--- config.mk ---
export PLATFORM = sky130hd
export DESIGN_NAME = irq_prio_ctrl
export DESIGN_NICKNAME = d
export VERILOG_FILES = /design/src/rtl/irq_prio_pkg.sv /design/src/rtl/irq_edge_fsm.sv /design/src/rtl/irq_prio_regs.sv /design/src/rtl/irq_prio_resolve.sv /design/src/rtl/irq_prio_ctrl.sv
export SDC_FILE = /design/constraint.sdc
export NUM_CORES = 1
export LEC_CHECK = 0
export ABC_AREA = 1
export BUFFER_PORTS_ARGS = -buffer_cell sky130_fd_sc_hd__buf_2
export CAP_MARGIN = 15
export CORE_UTILIZATION = 63
export CTS_CLUSTER_DIAMETER = 120
export CTS_CLUSTER_SIZE = 12
export DETAILED_ROUTE_END_ITERATION = 6
export GPL_ROUTABILITY_DRIVEN = 0
export PLACE_DENSITY_LB_ADDON = 0.12
export SYNTH_ARGS = -nofsm -noshare
export SYNTH_HDL_FRONTEND = slang
export SYNTH_HIERARCHICAL = 1
export SYNTH_SLANG_ARGS = --single-unit
export TNS_END_PERCENT = 5
--- constraint.sdc ---
create_clock -name clk -period 17.7 [get_ports clk]
set_input_delay 3.54 -clock clk [delete_from_list [all_inputs] [get_ports clk]]
set_output_delay 3.54 -clock clk [all_outputs]
set_load 0.1 [all_outputs]
--- src/rtl/irq_prio_pkg.sv ---
package irq_prio_pkg;
    localparam int FIELD_W        = 4;
    localparam int FIELDS_PER_REG = 4;
    localparam int NUM_PINS       = 4;
    localparam int DATA_W         = 16;
    localparam int RANK_W         = FIELD_W + 1;
    localparam int CTRL_NMI_LVL   = 15;
    localparam int CTRL_NMI_MODE  = 8;
    localparam int CTRL_IRQ_MSB   = 7;
    localparam logic [RANK_W-1:0] NMI_RANK = RANK_W'(16);

    typedef enum logic [1:0] {
        EDG_IDLE    = 2'd0,
        EDG_ARMED   = 2'd1,
        EDG_LATCHED = 2'd2
    } edge_state_e;
endpackage

--- src/rtl/irq_edge_fsm.sv ---
module irq_edge_fsm
    import irq_prio_pkg::*;
(
    input  logic clk,
    input  logic rst_n,
    input  logic clr_i,
    input  logic enable_i,
    input  logic line_hi_i,
    input  logic ack_i,
    output logic pending_o
);
    edge_state_e state_q;
    edge_state_e state_d;

    always_ff @(posedge clk or negedge rst_n) begin
        if (!rst_n) begin
            state_q <= EDG_IDLE;
        end else begin
            state_q <= state_d;
        end
    end

    always_comb begin
        state_d = state_q;
        if (clr_i || !enable_i) begin
            state_d = EDG_IDLE;
        end else begin
            unique case (state_q)
                EDG_IDLE: begin
                    if (line_hi_i) state_d = EDG_ARMED;
                end
                EDG_ARMED: begin
                    if (!line_hi_i) state_d = ack_i ? EDG_IDLE : EDG_LATCHED;
                end
                EDG_LATCHED: begin
                    if (ack_i) state_d = line_hi_i ? EDG_ARMED : EDG_IDLE;
                end
                default: state_d = EDG_IDLE;
            endcase
        end
    end

    always_comb begin
        pending_o = 1'b0;
        unique case (state_q)
            EDG_IDLE:    pending_o = 1'b0;
            EDG_ARMED:   pending_o = enable_i & ~line_hi_i;
            EDG_LATCHED: pending_o = enable_i;
            default:     pending_o = 1'b0;
        endcase
    end
endmodule

--- src/rtl/irq_prio_regs.sv ---
module irq_prio_regs
    import irq_prio_pkg::*;
#(
    parameter int NUM_PRIO_REGS = 3,
    parameter int ADDR_W        = 2
) (
    input  logic                              clk,
    input  logic                              rst_n,
    input  logic                              hw_standby_i,
    input  logic                              bus_sel_i,
    input  logic                              bus_wr_i,
    input  logic [ADDR_W-1:0]                 bus_addr_i,
    input  logic [DATA_W-1:0]                 bus_wdata_i,
    output logic [DATA_W-1:0]                 bus_rdata_o,
    input  logic                              nmi_pin_i,
    output logic [NUM_PRIO_REGS*DATA_W-1:0]   prio_flat_o,
    output logic                              nmi_mode_o,
    output logic [NUM_PINS-1:0]               irq_mode_o,
    output logic                              ctrl_wr_o
);
    localparam logic [ADDR_W-1:0] CTRL_ADDR = ADDR_W'(NUM_PRIO_REGS);

    logic wr_en;
    assign wr_en     = bus_sel_i & bus_wr_i;
    assign ctrl_wr_o = wr_en && (bus_addr_i == CTRL_ADDR);

    for (genvar r = 0; r < NUM_PRIO_REGS; r++) begin : g_prio
        logic [DATA_W-1:0] prio_q;
        always_ff @(posedge clk or negedge rst_n) begin
            if (!rst_n) begin
                prio_q <= '0;
            end else if (hw_standby_i) begin
                prio_q <= '0;
            end else if (wr_en && (bus_addr_i == ADDR_W'(r))) begin
                prio_q <= bus_wdata_i;
            end
        end
        assign prio_flat_o[r*DATA_W +: DATA_W] = prio_q;
    end

    logic                nmi_mode_q;
    logic [NUM_PINS-1:0] irq_mode_q;

    always_ff @(posedge clk or negedge rst_n) begin
        if (!rst_n) begin
            nmi_mode_q <= 1'b0;
            irq_mode_q <= '0;
        end else if (hw_standby_i) begin
            nmi_mode_q <= 1'b0;
            irq_mode_q <= '0;
        end else if (ctrl_wr_o) begin
            nmi_mode_q <= bus_wdata_i[CTRL_NMI_MODE];
            for (int n = 0; n < NUM_PINS; n++) begin
                irq_mode_q[n] <= bus_wdata_i[CTRL_IRQ_MSB-n];
            end
        end
    end

    assign nmi_mode_o = nmi_mode_q;
    assign irq_mode_o = irq_mode_q;

    always_comb begin
        bus_rdata_o = '0;
        if (bus_addr_i == CTRL_ADDR) begin
            bus_rdata_o[CTRL_NMI_LVL]  = nmi_pin_i;
            bus_rdata_o[CTRL_NMI_MODE] = nmi_mode_q;
            for (int n = 0; n < NUM_PINS; n++) begin
                bus_rdata_o[CTRL_IRQ_MSB-n] = irq_mode_q[n];
            end
        end else begin
            for (int r = 0; r < NUM_PRIO_REGS; r++) begin
                if (bus_addr_i == ADDR_W'(r)) begin
                    bus_rdata_o = prio_flat_o[r*DATA_W +: DATA_W];
                end
            end
        end
    end
endmodule

--- src/rtl/irq_prio_resolve.sv ---
module irq_prio_resolve
    import irq_prio_pkg::*;
#(
    parameter int NUM_FIELDS = 12,
    parameter int SRC_W      = 4
) (
    input  logic                          clk,
    input  logic                          rst_n,
    input  logic                          clr_i,
    input  logic                          hold_i,
    input  logic [NUM_FIELDS-1:0]         req_i,
    input  logic [NUM_FIELDS*FIELD_W-1:0] rank_flat_i,
    input  logic                          nmi_req_i,
    output logic                          out_valid_o,
    output logic [SRC_W-1:0]              out_src_o,
    output logic [RANK_W-1:0]             out_rank_o
);
    logic [RANK_W-1:0] win_rank;
    logic [SRC_W-1:0]  win_src;

    always_comb begin
        win_rank = '0;
        win_src  = '0;
        for (int k = 0; k < NUM_FIELDS; k++) begin
            if (req_i[k] && ({1'b0, rank_flat_i[k*FIELD_W +: FIELD_W]} > win_rank)) begin
                win_rank = {1'b0, rank_flat_i[k*FIELD_W +: FIELD_W]};
                win_src  = SRC_W'(k);
            end
        end
        if (nmi_req_i) begin
            win_rank = NMI_RANK;
            win_src  = SRC_W'(NUM_FIELDS);
        end
    end

    always_ff @(posedge clk or negedge rst_n) begin
        if (!rst_n) begin
            out_valid_o <= 1'b0;
            out_src_o   <= '0;
            out_rank_o  <= '0;
        end else if (clr_i) begin
            out_valid_o <= 1'b0;
            out_src_o   <= '0;
            out_rank_o  <= '0;
        end else if (!hold_i) begin
            out_valid_o <= (win_rank != '0);
            out_src_o   <= win_src;
            out_rank_o  <= win_rank;
        end
    end
endmodule

--- src/rtl/irq_prio_ctrl.sv ---
module irq_prio_ctrl
    import irq_prio_pkg::*;
#(
    parameter  int NUM_PRIO_REGS = 3,
    localparam int NUM_FIELDS    = NUM_PRIO_REGS * FIELDS_PER_REG,
    localparam int NUM_PERIPH    = 2 * (NUM_FIELDS - NUM_PINS),
    localparam int SRC_W         = $clog2(NUM_FIELDS + 1),
    localparam int ADDR_W        = $clog2(NUM_PRIO_REGS + 1)
) (
    input  logic                  clk,
    input  logic                  rst_n,
    input  logic                  hw_standby_i,
    input  logic                  sw_standby_i,
    input  logic                  bus_sel_i,
    input  logic                  bus_wr_i,
    input  logic [ADDR_W-1:0]     bus_addr_i,
    input  logic [DATA_W-1:0]     bus_wdata_i,
    output logic [DATA_W-1:0]     bus_rdata_o,
    input  logic                  nmi_pin_i,
    input  logic [NUM_PINS-1:0]   irq_n_i,
    input  logic [NUM_PERIPH-1:0] periph_req_i,
    input  logic                  ack_i,
    input  logic [SRC_W-1:0]      ack_src_i,
    output logic                  out_valid_o,
    output logic [SRC_W-1:0]      out_src_o,
    output logic [RANK_W-1:0]     out_rank_o
);
    logic [NUM_PRIO_REGS*DATA_W-1:0] prio_flat;
    logic                            nmi_mode;
    logic [NUM_PINS-1:0]             irq_mode;
    logic                            ctrl_wr;
    logic                            det_clr;
    logic [NUM_FIELDS-1:0]           req;
    logic                            nmi_req;

    assign det_clr = hw_standby_i | ctrl_wr;

    irq_prio_regs #(
        .NUM_PRIO_REGS (NUM_PRIO_REGS),
        .ADDR_W        (ADDR_W)
    ) u_regs (
        .clk          (clk),
        .rst_n        (rst_n),
        .hw_standby_i (hw_standby_i),
        .bus_sel_i    (bus_sel_i),
        .bus_wr_i     (bus_wr_i),
        .bus_addr_i   (bus_addr_i),
        .bus_wdata_i  (bus_wdata_i),
        .bus_rdata_o  (bus_rdata_o),
        .nmi_pin_i    (nmi_pin_i),
        .prio_flat_o  (prio_flat),
        .nmi_mode_o   (nmi_mode),
        .irq_mode_o   (irq_mode),
        .ctrl_wr_o    (ctrl_wr)
    );

    for (genvar n = 0; n < NUM_PINS; n++) begin : g_pin
        logic edge_pend;
        irq_edge_fsm u_edge (
            .clk       (clk),
            .rst_n     (rst_n),
            .clr_i     (det_clr),
            .enable_i  (irq_mode[n]),
            .line_hi_i (irq_n_i[n]),
            .ack_i     (ack_i && (ack_src_i == SRC_W'(n))),
            .pending_o (edge_pend)
        );
        assign req[n] = irq_mode[n] ? edge_pend : ~irq_n_i[n];
    end

    for (genvar k = NUM_PINS; k < NUM_FIELDS; k++) begin : g_periph
        assign req[k] = |periph_req_i[2*(k-NUM_PINS) +: 2];
    end

    irq_edge_fsm u_nmi_edge (
        .clk       (clk),
        .rst_n     (rst_n),
        .clr_i     (det_clr),
        .enable_i  (1'b1),
        .line_hi_i (nmi_pin_i ^ nmi_mode),
        .ack_i     (ack_i && (ack_src_i == SRC_W'(NUM_FIELDS))),
        .pending_o (nmi_req)
    );

    irq_prio_resolve #(
        .NUM_FIELDS (NUM_FIELDS),
        .SRC_W      (SRC_W)
    ) u_resolve (
        .clk         (clk),
        .rst_n       (rst_n),
        .clr_i       (hw_standby_i),
        .hold_i      (sw_standby_i),
        .req_i       (req),
        .rank_flat_i (prio_flat),
        .nmi_req_i   (nmi_req),
        .out_valid_o (out_valid_o),
        .out_src_o   (out_src_o),
        .out_rank_o  (out_rank_o)
    );
endmodule

==> impl_results.md, run 1 <==
- Status: finished, final reports clean
- TritonCTS buffer count: 9
- Post-synth top area cell: dfrtp_1
- Clock tree buffer depth: 2
- Clk Latency, worst-skew pair: 0.35 ns
- Vias: between 6k and 7k
- Sequential fraction of the synthesis area: ~28%
- DR vias/cell: ~5.6
- Slew Limit Fails: 0
- FF+latch count, synth: 73
- Die footprint: between 0.01 and 0.015 mm^2
- Tot GR Track Use: 33.31%
- Grt ovf: 0
- CP max-delay cell: ha_1
- Worst Hold Depth: 2
- Area fraction of the dominant cell type after synthesis: about 28%
- Multi-input gate area: about 0.0041 mm^2
- TritonCTS clock tree: done
- Antenna violations before repair: 0
- Port buffer count: 75
- Post-synth EDFFs: 0
- Post_cts resized: 0
- Post-route insts no fill: 1131
- Die Ht: between 100 and 150 um
- Setup violators final: 0
- WP data required: around 18 ns
- Post-route ant nets: 0
- I/O Pins: between 70 and 80
- Layout cell share with drive strength beyond 1: a little under a fifth
- Synth top area cells: dfrtp_1 (28%), nand2_1 (18%), ha_1 (12%)
- Post-CTS setup buffers: 0
- Hold_sp: u_resolve/out_rank_o[4]
- DRT Wirelength: between 15000 and 20000 um
- Cell Area, Synth: roughly 0.0065 mm^2
- Dpl cell area: between 0.006 and 0.007 mm^2
- Crit-path max FO: 10
- Antenna cell count: 0
- Max-Cap Viols: 0
- First-pass GRT wire length: ~27000 um
- Register clock-pin slew on the reported worst setup and hold paths: roughly 0.080 ns
- Largest net degree at the start of global routing: 74
- Placement row count: 36
- Fmax: just over 0.06 GHz
- Crit path kind: primary input to flip-flop
- Sum of negative setup slack: 0 ns
- Number of global-route vias before repair: between 5k and 6k
- Count leader, synth: nand2_1
- YS warnings: 6
- Max stage delay on crit path: about 0.34 ns
- WHS Endpoint: u_resolve/out_rank_o[4]
- R2R Path Start: g_pin[0].u_edge/state_q[0]
- CTS root buffer: clkbuf_8
- Reg2Reg Setup Slack: 4.25 ns
- Sequential cell area: between 0.0015 and 0.002 mm^2
- Syn Inst Count: 926
- Fillers: 870
- Reg2Reg Capture Point: u_resolve/out_valid_o
- RSZ-0062 raised after global routing: false
- Hold Vio Cnt, Final: 0
- Crit start category: primary input
- Area Overhead vs Synth: 9.892%
- DP HPWL: roughly 13000 um
- Placed cell count: 1115
- H-tree depth: 3
- Die W: 103.3 um
- Nets: 1107
- Skew final: approximately 0.0074 ns
- Core area: approximately 0.0099 mm^2
- Synth unique cells: 39
- Tightest Pin Transition: between 0.9 and 1 ns
- Design Area, Final: just over 0.007 mm^2
- Syn Area/Cell: ~7 um^2
- DRT iter0 DRCs: 467
- Top cell by count, worst path: nand2_1
- Commonest cells post-synth: nand2_1 (308), nand3_1 (127), inv_1 (87)
- Slew HR: 37.82%
- Crit share post-route: 90.57%
- Clock sinks: 73
- Maximum VDD drop: a little over 200 uV
- WL/cell: around 15 um
- Worst EP arrival: roughly 16 ns
- Power Density: about 190 mW/mm^2
- Share of synthesized registers carrying an async set or reset: 100.0%
- Leakage: just over 4 nW
- Reg2Reg Depth: 90
- Ys flop type: dfrtp_1
- Tmin final: between 15 and 20 ns
- First-pass iteration count of the detailed router: 5
- CTS Hold Bufs: 0
- DRC Markers: 0
- Worst Hold Class: flip-flop to flip-flop
- CP endpoint kind: flip-flop
- Initial Util: between 60% and 70%
registers in the layout, summed over array words and instances, names as in the netlist:
signal and count:
g_pin.u_edge/state_q 8, u_nmi_edge/state_q 2, u_regs/g_prio.prio_q 48, u_regs/irq_mode_o 4
u_regs/nmi_mode_o 1, u_resolve/out_rank_o 5, u_resolve/out_src_o 4, u_resolve/out_valid_o 1
metal layers:
layer	GRT usage, %	part of all wire, %
met1	43.52	43
met2	55.59	46
met3	5.309	7.6
met4	13.00	3.0
met5	0	0
worst max path at each step:
stage,end,depth (start not counted),from,slack [ns]
after floorplan,u_resolve/out_valid_o,87,irq_n_i[0],2.82
after global routing,u_resolve/out_valid_o,96,irq_n_i[0],0.35
final,u_resolve/out_valid_o,90,irq_n_i[0],1.67
after global placement,u_resolve/out_valid_o,85,irq_n_i[0],1.80
after detailed placement,u_resolve/out_valid_o,88,irq_n_i[0],1.52
after CTS,u_resolve/out_valid_o,90,irq_n_i[0],1.80
stage by stage:
stage	setup slack (ns)	total power, mW	util [%]	hold slack [ns]
3_3_place_gp	1.802	1.170	69.62	0.4490
4_1_cts	1.804	1.340	72.01	0.4760
6_report	1.670	1.348	72.01	0.4744
3_5_place_dp	1.519	1.177	69.62	0.4544
2_1_floorplan	2.817	0.9888	-	0.4903
5_1_grt	0.3495	1.505	72.01	0.5076
cell usage in the layout (no fill, tap or decap), types with 4 or more instances in the layout:
master    instances
dfrtp_1          73
ha_1             64
clkbuf_8         10
o21a_1            7
buf_2            74
nor2_8            6
nand3_2          20
o211ai_1          5
nand4_1           7
nand2_1         308
or2_2            18
inv_1            87
nor2_1           58
a21oi_1          17
and2_1           18
o21ai_1           4
nor2_4            4
nand3_1         127
inv_2            20
o21ai_0          13
nand2_2          14
worst max-delay path, delay by kind of cell:
| family | cells | cell delay (ns) |
|---|---|---|
| compound gates | 14 | 2.33 |
| fa+ha+maj | 11 | 3.02 |
| simple gates | 52 | 6.14 |
| buf+inv | 13 | 1.19 |
cell type report:
class                           instances  area share, %
Multi-Input combinational cell        723          57.34
Sequential cell                        73          25.72
Inverter                              111          5.971
Timing Repair Buffer                   75          5.320
Tap cell                              133          2.343
Clock buffer                           10          1.938
Clock inverter                          6          1.374
cell families after synthesis:
kind of cell / share of synthesized area [%]
other cells: 0.05802
compound gates: 5.962
flops: 28.26
buf+inv: 8.788
xor+xnor: 0.1355
simple gates: 44.41
fa+ha+maj: 12.39
report_power, final:
group	switching [mW]	total, mW	leakage (nW)	internal, mW
clock network	0.0722	0.158	0.119	0.0855
logic	0.631	1.00	2.95	0.374
registers	0.00651	0.185	1.01	0.179
total	0.710	1.35	4.08	0.638
No activity file was read; power rests on OpenSTA's default activity.
==> run 2, diff against run 1 <==
--- a/config.mk
+++ b/config.mk
@@ -14,8 +14,9 @@
 export DETAILED_ROUTE_END_ITERATION = 6
 export GPL_ROUTABILITY_DRIVEN = 0
 export PLACE_DENSITY_LB_ADDON = 0.12
+export REMOVE_ABC_BUFFERS = 1
 export SYNTH_ARGS = -nofsm -noshare
 export SYNTH_HDL_FRONTEND = slang
 export SYNTH_HIERARCHICAL = 1
 export SYNTH_SLANG_ARGS = --single-unit
-export TNS_END_PERCENT = 5
+export TNS_END_PERCENT = 100
==> impl_results.md, run 2 (synthesis results as in run 1) <==
- First-pass GRT wire length: 26610 um (-0.85%)
- Setup violators final: 0 (unchanged)
- Worst Hold Depth: 2 (unchanged)
- Power Density: 189.9 mW/mm^2 (about the same)
- Setup crit end: u_resolve/out_valid_o
- Tmin final: 16.09 ns (+0.06047 ns)
- Most common cell after layout, fill and taps aside: nand2_1
- Largest net degree at the start of global routing: 74 (unchanged)
- CP endpoint kind: flip-flop
- Max reg flops: 48 (unchanged)
- Register clock-pin slew on the reported worst setup and hold paths: 0.08 ns (about the same)
- Tightest Pin Transition: 0.9269 ns (-0.005763 ns)
- Max stage delay on crit path: 0.34 ns (about the same)
- Slew Limit Fails: 0 (unchanged)
- Worst EP arrival: 16.33 ns (+0.05 ns)
- Top cell by count, worst path: nand2_1
- Hold Vio Cnt, Final: 0 (unchanged)
- Clock sinks: 73 (unchanged)
- Final core utilization: 71.85% (-0.15 points)
- Post_cts resized: 0 (unchanged)
- First-pass iteration count of the detailed router: 6 (+1)
- DRC Markers: 0 (unchanged)
- Reg2Reg Setup Slack: 4.21 ns (-0.04 ns)
- Tot GR Track Use: 32.84% (-0.47 points)
- DP HPWL: 12680 um (+0.25%)
- Die W: 103.3 um (unchanged)
- Post-CTS setup buffers: 0 (unchanged)
- Post-route ant nets: 0 (unchanged)
- Area Overhead vs Synth: 9.659%
- Crit-path max FO: 10 (unchanged)
- R2R Path Start: g_pin[0].u_edge/state_q[0]
- Sum of negative setup slack: 0 ns (unchanged)
- Initial Util: 65.53% (unchanged)
- Grt ovf: 0 (unchanged)
- Core area: 0.009864 mm^2 (unchanged)
- CP max-delay cell: ha_1
- DRT Wirelength: 16290 um (-2.2%)
- Maximum VDD drop: 289.3 uV (+40%)
- Critical path startpoint: irq_n_i[0]
- Port buffer count: 75 (unchanged)
- Clk Latency, worst-skew pair: 0.36 ns (about the same)
- Dpl cell area: 0.006868 mm^2 (unchanged)
- WP data required: 17.94 ns (about the same)
- Antenna violations before repair: 0 (unchanged)
- Slew HR: 38.12% (+0.29 points)
- Placement row count: 36 (unchanged)
- Largest registers: u_regs/g_prio.prio_q: 48 flops, g_pin.u_edge/state_q: 8 flops, u_resolve/out_rank_o: 5 flops
- Reg2Reg Capture Point: u_resolve/out_valid_o
- Crit share post-route: 90.91% (+0.34 points)
- CTS root buffer: clkbuf_8
- Die Ht: 103.3 um (unchanged)
- Die footprint: 0.01067 mm^2 (unchanged)
- Vias: 6243 (-0.89%)
- Status: finished, final reports clean
- Design Area, Final: 0.007088 mm^2 (-0.21%)
- I/O Pins: 76 (unchanged)
- TritonCTS buffer count: 9 (unchanged)
- Crit start category: primary input
- DRT iter0 DRCs: 396 (-15%)
- Top reg by flops: u_regs/g_prio.prio_q
- Fmax: 0.06215 GHz (-0.38%)
- Layout cell share with drive strength beyond 1: 18.94% (-0.10 points)
- H-tree depth: 3 (unchanged)
- WL/cell: 14.40 um (-2.2%)
- Number of global-route vias before repair: 5568 (-0.54%)
- CTS Hold Bufs: 0 (unchanged)
- TritonCTS clock tree: done
- Worst Hold Class: flip-flop to flip-flop
- Reg2Reg Depth: 87 (-3.3%)
- Crit path kind: primary input to flip-flop
- Nets: 1107 (unchanged)
- DR vias/cell: 5.520 (-0.89%)
- Leakage: 4.064 nW (-0.41%)
- RSZ-0062 raised after global routing: false
- Clock tree buffer depth: 2 (unchanged)
- Antenna cell count: 0 (unchanged)
- Skew final: 0.01241 ns (+0.004972 ns)
- Max-Cap Viols: 0 (unchanged)
- Most frequent cells in the layout: nand2_1 (308), nand3_1 (127), inv_1 (87)
run 2: cell types whose count changed in the layout (fill, tap and decap cells not counted):
cell        delta
inv_6          -2
inv_8          -1
clkinv_4       +1
clkbuf_8       -1
clkinvlp_4     +2
clkbuf_1       +1
run 2: layout make-up:
| class | count | area [um^2] |
|---|---|---|
| clock buffer | 10 | 127.6 |
| clock inverter | 6 | 92.59 |
| fill | 870 | 2776 |
| inverter | 111 | 424.2 |
| multi-input combinational | 723 | 4073 |
| sequential | 73 | 1827 |
| tap | 133 | 166.4 |
| timing repair buffer | 75 | 377.9 |
run 2: how the worst min path moves through the flow:
| stage | start | to | slack [ns] |
|---|---|---|---|
| after floorplan | u_regs/g_prio[0].prio_q[12] | u_regs/g_prio[0].prio_q[12] | 0.49 |
| after global placement | u_resolve/out_rank_o[4] | u_resolve/out_rank_o[4] | 0.45 |
| after detailed placement | u_resolve/out_rank_o[4] | u_resolve/out_rank_o[4] | 0.45 |
| after CTS | u_resolve/out_rank_o[4] | u_resolve/out_rank_o[4] | 0.47 |
| after global routing | u_resolve/out_rank_o[3] | u_resolve/out_rank_o[3] | 0.53 |
| final | u_resolve/out_rank_o[4] | u_resolve/out_rank_o[4] | 0.48 |
run 2: critical path, delay by kind of cell:
family                     cells  cell delay [ns]
and+or+nand+nor               51             6.13
adders and majority gates     11             3.09
AOI/OAI and AO/OA             14             2.44
buffers and inverters         11             1.09
run 2: report_power, final:
part	total (mW)	leakage (nW)	switching (mW)	internal, mW
clock	0.146	0.103	0.0663	0.0799
sequential	0.185	1.01	0.00669	0.179
combinational	1.01	2.95	0.641	0.373
total	1.35	4.06	0.714	0.632
run 2: per-stage QoR:
step / total power [mW] / setup WS, ns / std cells / hold slack (ns)
after global placement: 1.172 / 1.704 / 1115 / 0.4508
after CTS: 1.334 / 1.773 / 1131 / 0.4743
after detailed placement: 1.184 / 1.441 / 1115 / 0.4535
after global routing: 1.490 / 0.3410 / 1131 / 0.5271
final: 1.346 / 1.609 / 1131 / 0.4759
after floorplan: 0.9849 / 2.817 / 907 / 0.4909
run 2: metal layers:
metal,GRT usage (%),up-vias,routed length [um]
li1,-,3116,-
met1,43.47,2851,7227
met2,51.95,227,7281
met3,5.175,49,1024
met4,17.55,0,753
met5,0,-,0
